===== config.mk =====
export PLATFORM = sky130hd
export DESIGN_NAME = lock_range_ctrl
export DESIGN_NICKNAME = d
export VERILOG_FILES = /design/src/rtl/lock_range_pkg.sv /design/src/rtl/lock_range_walker.sv /design/src/rtl/lock_range_store.sv /design/src/rtl/lock_range_ctrl.sv
export SDC_FILE = /design/constraint.sdc
export NUM_CORES = 1
export LEC_CHECK = 0
export ABC_AREA = 1
export BUFFER_PORTS_ARGS = -buffer_cell sky130_fd_sc_hd__buf_4
export CORE_UTILIZATION = 30
export CTS_CLUSTER_SIZE = 10
export DETAILED_ROUTE_END_ITERATION = 7
export HOLD_SLACK_MARGIN = 0.15
export PLACE_DENSITY_LB_ADDON = 0.08
export SYNTH_ARGS = -nofsm -noshare
export SYNTH_HDL_FRONTEND = slang
export SYNTH_SLANG_ARGS = --single-unit
export TNS_END_PERCENT = 5

===== constraint.sdc =====
create_clock -name clk -period 2.43 [get_ports clk]
set_input_delay 0.486 -clock clk [delete_from_list [all_inputs] [get_ports clk]]
set_output_delay 0.486 -clock clk [all_outputs]
set_load 0.05 [all_outputs]

===== src/rtl/lock_range_pkg.sv =====
package lock_range_pkg;

  // one-hot block protection states
  localparam logic [2:0] LS_TIGHT    = 3'b001;
  localparam logic [2:0] LS_LOCKED   = 3'b010;
  localparam logic [2:0] LS_UNLOCKED = 3'b100;

  // command codes
  localparam logic [15:0] OP_UNLOCK = 16'h0023;
  localparam logic [15:0] OP_LOCK   = 16'h002A;
  localparam logic [15:0] OP_TIGHT  = 16'h002C;

  // register selects
  localparam logic [1:0] SEL_START = 2'd0;
  localparam logic [1:0] SEL_END   = 2'd1;
  localparam logic [1:0] SEL_CMD   = 2'd2;
  localparam logic [1:0] SEL_ACK   = 2'd3;

  typedef enum logic [1:0] {WALK_UNLOCK, WALK_LOCK, WALK_TIGHT} walkOp_t;

  // strobes from the walk control to the block store
  typedef struct packed {
    logic beginWalk;
    logic writeBlk;
    logic advance;
  } walkStrobe_t;

endpackage


===== src/rtl/lock_range_walker.sv =====
module lock_range_walker
  import lock_range_pkg::*;
(
  input  logic        clk,
  input  logic        rstN,
  input  logic        cmdWe,
  input  logic        ackWe,
  input  logic [15:0] cmdCode,
  input  logic [2:0]  curState,
  input  logic        atEnd,
  input  logic        beyondEnd,
  input  logic        outRange,
  output walkStrobe_t strobe,
  output walkOp_t     walkOp,
  output logic        busy,
  output logic        done,
  output logic        intFlag,
  output logic        cmdErr
);

  logic    accept;
  logic    knownOp;
  logic    badCmd;
  logic    finish;
  logic    errSet;
  walkOp_t decodedOp;

  always_comb begin
    knownOp   = 1'b1;
    decodedOp = WALK_LOCK;
    case (cmdCode)
      OP_UNLOCK: decodedOp = WALK_UNLOCK;
      OP_LOCK:   decodedOp = WALK_LOCK;
      OP_TIGHT:  decodedOp = WALK_TIGHT;
      default:   knownOp   = 1'b0;
    endcase
  end

  assign accept = cmdWe && !busy && !intFlag;
  assign badCmd = accept && !knownOp;

  // one block per clock: decide whether to change it, move on, or stop
  always_comb begin
    strobe           = '0;
    finish           = 1'b0;
    errSet           = 1'b0;
    strobe.beginWalk = accept && knownOp;
    if (busy) begin
      if (outRange) begin
        finish = 1'b1;
        errSet = 1'b1;
      end else if (beyondEnd) begin
        finish = 1'b1;
      end else if (walkOp != WALK_TIGHT && curState == LS_TIGHT) begin
        finish = 1'b1;
      end else begin
        strobe.writeBlk = !(walkOp == WALK_TIGHT && curState == LS_UNLOCKED);
        if (atEnd) finish = 1'b1;
        else       strobe.advance = 1'b1;
      end
    end
  end

  always_ff @(posedge clk or negedge rstN) begin
    if (!rstN) begin
      busy    <= 1'b0;
      done    <= 1'b0;
      intFlag <= 1'b0;
      cmdErr  <= 1'b0;
      walkOp  <= WALK_LOCK;
    end else begin
      done <= finish || badCmd;
      if (strobe.beginWalk) begin
        busy   <= 1'b1;
        walkOp <= decodedOp;
      end else if (finish) begin
        busy <= 1'b0;
      end
      if (finish || badCmd) intFlag <= 1'b1;
      else if (ackWe)       intFlag <= 1'b0;
      if (errSet || badCmd) cmdErr <= 1'b1;
      else if (ackWe)       cmdErr <= 1'b0;
    end
  end

endmodule


===== src/rtl/lock_range_store.sv =====
module lock_range_store
  import lock_range_pkg::*;
#(
  parameter int NUM_BLOCKS = 16,
  localparam int IDX_W = $clog2(NUM_BLOCKS)
) (
  input  logic             clk,
  input  logic             rstN,
  input  logic             startWe,
  input  logic             endWe,
  input  logic [IDX_W-1:0] addrIn,
  input  walkStrobe_t      strobe,
  input  walkOp_t          walkOp,
  input  logic [IDX_W-1:0] rdIdx,
  output logic [2:0]       curState,
  output logic             atEnd,
  output logic             beyondEnd,
  output logic             outRange,
  output logic [2:0]       rdState,
  output logic [15:0]      wpStatus
);

  logic [IDX_W-1:0] startReg;
  logic [IDX_W-1:0] endReg;
  logic [IDX_W-1:0] walkEnd;
  logic [IDX_W:0]   walkIdx;
  logic [2:0]       newState;
  logic [2:0]       blkState [NUM_BLOCKS];

  always_comb begin
    case (walkOp)
      WALK_UNLOCK: newState = LS_UNLOCKED;
      WALK_TIGHT:  newState = LS_TIGHT;
      default:     newState = LS_LOCKED;
    endcase
  end

  always_ff @(posedge clk or negedge rstN) begin
    if (!rstN) begin
      startReg <= '0;
      endReg   <= '0;
      walkEnd  <= '0;
      walkIdx  <= '0;
      wpStatus <= {13'd0, LS_LOCKED};
    end else begin
      if (startWe) begin
        startReg <= addrIn;
        endReg   <= addrIn;
      end else if (endWe) begin
        endReg <= addrIn;
      end
      if (strobe.beginWalk) begin
        walkIdx <= {1'b0, startReg};
        walkEnd <= endReg;
      end else if (strobe.advance) begin
        walkIdx <= walkIdx + 1'b1;
      end
      if (strobe.writeBlk) wpStatus <= {13'd0, newState};
    end
  end

  for (genvar b = 0; b < NUM_BLOCKS; b++) begin : g_blk
    always_ff @(posedge clk or negedge rstN) begin
      if (!rstN) blkState[b] <= LS_LOCKED;
      else if (strobe.writeBlk && walkIdx == (IDX_W + 1)'(b))
        blkState[b] <= newState;
    end
  end

  assign curState  = blkState[walkIdx[IDX_W-1:0]];
  assign rdState   = blkState[rdIdx];
  assign atEnd     = walkIdx == {1'b0, walkEnd};
  assign beyondEnd = walkIdx > {1'b0, walkEnd};
  assign outRange  = walkIdx[IDX_W];

endmodule


===== src/rtl/lock_range_ctrl.sv =====
module lock_range_ctrl
  import lock_range_pkg::*;
#(
  parameter int NUM_BLOCKS = 16,
  localparam int IDX_W = $clog2(NUM_BLOCKS)
) (
  input  logic             clk,
  input  logic             rstN,
  input  logic             regWe,
  input  logic [1:0]       regSel,
  input  logic [15:0]      regData,
  output logic             busy,
  output logic             done,
  output logic             intFlag,
  output logic             cmdErr,
  output logic [15:0]      wpStatus,
  input  logic [IDX_W-1:0] rdIdx,
  output logic [2:0]       rdState
);

  walkStrobe_t strobe;
  walkOp_t     walkOp;
  logic [2:0]  curState;
  logic        atEnd;
  logic        beyondEnd;
  logic        outRange;

  lock_range_walker u_walker (
    .clk       (clk),
    .rstN      (rstN),
    .cmdWe     (regWe && regSel == SEL_CMD),
    .ackWe     (regWe && regSel == SEL_ACK),
    .cmdCode   (regData),
    .curState  (curState),
    .atEnd     (atEnd),
    .beyondEnd (beyondEnd),
    .outRange  (outRange),
    .strobe    (strobe),
    .walkOp    (walkOp),
    .busy      (busy),
    .done      (done),
    .intFlag   (intFlag),
    .cmdErr    (cmdErr)
  );

  lock_range_store #(.NUM_BLOCKS(NUM_BLOCKS)) u_store (
    .clk       (clk),
    .rstN      (rstN),
    .startWe   (regWe && regSel == SEL_START),
    .endWe     (regWe && regSel == SEL_END),
    .addrIn    (regData[IDX_W-1:0]),
    .strobe    (strobe),
    .walkOp    (walkOp),
    .rdIdx     (rdIdx),
    .curState  (curState),
    .atEnd     (atEnd),
    .beyondEnd (beyondEnd),
    .outRange  (outRange),
    .rdState   (rdState),
    .wpStatus  (wpStatus)
  );

endmodule


==> reports/qor.txt <==
minimum clock period = 2.26 ns
post-route ant nets = 0
Combinational Power Share = 0.097
clk sinks = 74
Die Span X = 128 um
top post-synthesis cells by area = dfrtp_1 (29%), nand2_1 (19%), dfstp_2 (9.9%), nand4_1 (7.0%), inv_1 (6.1%)
top cell type's share of synthesized area = 0.294
routed vias/inst = 4.75
Post-Syn Area = 4760 um^2
sequential area share after synthesis = 0.393
period utilisation layout = 0.931
CTS root buf = clkbuf_16
number of library cell types mapped by synthesis = 30
startpoint types = flop
total setup buffers inserted after CTS = 0
Nets = 754
n_diodes = 0
top-count cell post-synth = nand2_1
synthesized flop and latch total = 74
Remaining DRCs = 0
switch share = 0.266
cell row count = 45
Post-synth top cells = nand2_1 (244), inv_1 (77), dfrtp_1 (56)
Reg2Reg Setup Slack = 0.30 ns
Clock power frac = 0.446
Syn Inst Count = 693
CTS Buffer Depth = 2
total CTS buffers = 9
Boundary Pins = 48
share of layout cells above drive strength 1 = 0.126
number of iterations in the first detailed-routing pass = 5
Clock Skew = 0.00783 ns
number of global-route vias before repair = 4,116
hpwl dp = 9800 um
Initial DRC Count = 348
first-pass GRT wire length = 22,300 um
R2R cell count = 12
crit path to = rdState[1]
Post-Route WL = 13,700 um
largest net degree at the start of global routing = 75
Worst setup startpoint = u_store.blkState[28]
Initial Utilization = 0.310
DR vias = 4,450
initial antenna violation count = 0
worst vdd ir = 0.335 mV
critical path peak fanout = 2
Seq pwr share = 0.456
leakage = 2.76 nW
GRT Residual Overflow = 0
Primary FF master, synth = dfrtp_1
async set-reset flop share out of synthesis = 1.00
R2R Path Start = u_store.walkIdx[2]
outcome = finished clean
Final Hold Fails = 0
dominant cell type by area after synthesis = dfrtp_1
pwr dens = 511 nW/um^2
RSZ-0062 raised after global routing = false
post-route setup TNS = 0 ns
H-Tree Depth = 3
Port Buffers = 34
Crit Reg-Reg Endpoint = u_store.blkState[42]
critical path class = reg2out
Die Ht = 128 um
Final Hold Slack = 0.159 ns
wire per inst = 14.7 um
Post-synth EDFFs = 0
Slew Limit Fails = 0
Crit path required time = 1.94 ns
crit end category = output port
yosys warns = 0
Hold Crit Class = in2async
Mean Syn Cell Area = 6.87 um^2
Core Area = 15,400 um^2
internal power = 2.06 mW
Final setup viols = 0
area growth from synthesis to layout = 15.2%
Worst Path Arrival = 1.78 ns
CTS tree = yes
Max-Cap Viols = 0
RD Place Congestion = 0.798
Reg clk slew, reported paths = 0.06 ns
Finished Core Util = 0.357
Total Routing Usage GR = 0.179
die footprint = 16,400 um^2
P_sw = 0.746 mW
Peak Freq = 0.442 GHz
clk_lat worst skew = 0.35 ns
[cell type report]
cell class	count	area, um^2
fill	1687	9890
multi-input combinational	504	2330
sequential	74	1870
timing repair buffer	50	438
inverter	81	307
tap	211	264
clock buffer	11	243
clock inverter	5	31.3
[through the flow]
step	power, mW	setup WS, ns	cells	area, um^2
2_1_floorplan	1.48	0.193	705	4810
3_3_place_gp	1.57	0.228	920	5210
3_5_place_dp	1.58	0.215	920	5210
4_1_cts	2.84	0.154	936	5480
5_1_grt	2.92	0.0420	936	5490
6_report	2.80	0.167	936	5490
[layout by cell type (no fill, tap or decap), types with 2 or more instances in the layout]
| master | n |
|---|---|
| a21oi_1 | 25 |
| buf_12 | 5 |
| buf_4 | 45 |
| clkbuf_16 | 9 |
| clkinv_1 | 3 |
| clkinv_2 | 3 |
| conb_1 | 13 |
| dfrtp_1 | 56 |
| dfstp_2 | 18 |
| ha_1 | 9 |
| inv_1 | 77 |
| nand2_1 | 244 |
| nand2_2 | 2 |
| nand3_1 | 51 |
| nand4_1 | 53 |
| nor2_1 | 50 |
| nor2_2 | 2 |
| o21ai_0 | 39 |
| o221ai_1 | 6 |
[how the worst min path moves through the flow]
stage,from,slack (ns),endpoint,depth (start not counted)
finish,rstN,0.16,u_walker.walkOp[1],2
floorplan,rstN,0.19,u_store.blkState[0],0
global placement,u_store.blkState[31],0.45,u_store.blkState[31],2
detailed placement,u_store.blkState[1],0.46,u_store.blkState[1],2
global route,rstN,0.19,u_walker.walkOp[1],2
CTS,rstN,0.18,u_store.wpStatus[0],2
[worst max-delay path: stages, from the launching register on]
cell	delay [ns]
dfstp_2	0.52
inv_1	0.05
nor2_1	0.08
a21oi_1	0.05
o21ai_0	0.27
o221ai_1	0.16
nand2_1	0.10
buf_4	0.20
[registers in the layout, summed over array words and instances, names as in the netlist]
signal            count
u_walker.walkOp       2
u_store.walkIdx       5
u_store.endReg        4
u_walker.done         1
u_walker.intFlag      1
u_store.blkState     48
u_store.startReg      4
u_store.walkEnd       4
u_store.wpStatus      3
u_walker.cmdErr       1
u_walker.busy         1
[cells by family after synthesis]
kind of cell | after synthesis | synth area share
buffers and inverters | 127 | 0.128
flip-flops | 74 | 0.393
AO/OA/AOI/OAI | 75 | 0.0848
adder cells (fa/ha/maj) | 9 | 0.0236
AND/OR/NAND/NOR | 406 | 0.367
XOR/XNOR | 1 | 0.00184
other | 1 | 0.000787
[metal layers]
layer	routed length [um]	track usage	up-vias
met3	592	0.0392	7
met1	6450	0.241	2080
li1	-	-	2267
met5	0	0	-
met2	6560	0.292	96
met4	146	0.0394	0
[power groups by stage]
stage | registers [mW] | clock network, mW | logic, mW
floorplan | 1.33 | 0 | 0.154
global placement | 1.30 | 0 | 0.275
detailed placement | 1.30 | 0 | 0.277
CTS | 1.28 | 1.29 | 0.277
global route | 1.28 | 1.34 | 0.302
finish | 1.28 | 1.25 | 0.273
[repair_timing]
action                                  CTS  global route
endpoints found under the setup margin    0            23
resized for setup                         0             2
hold buffers                              0             0
Power figures use the tool's default switching activity.
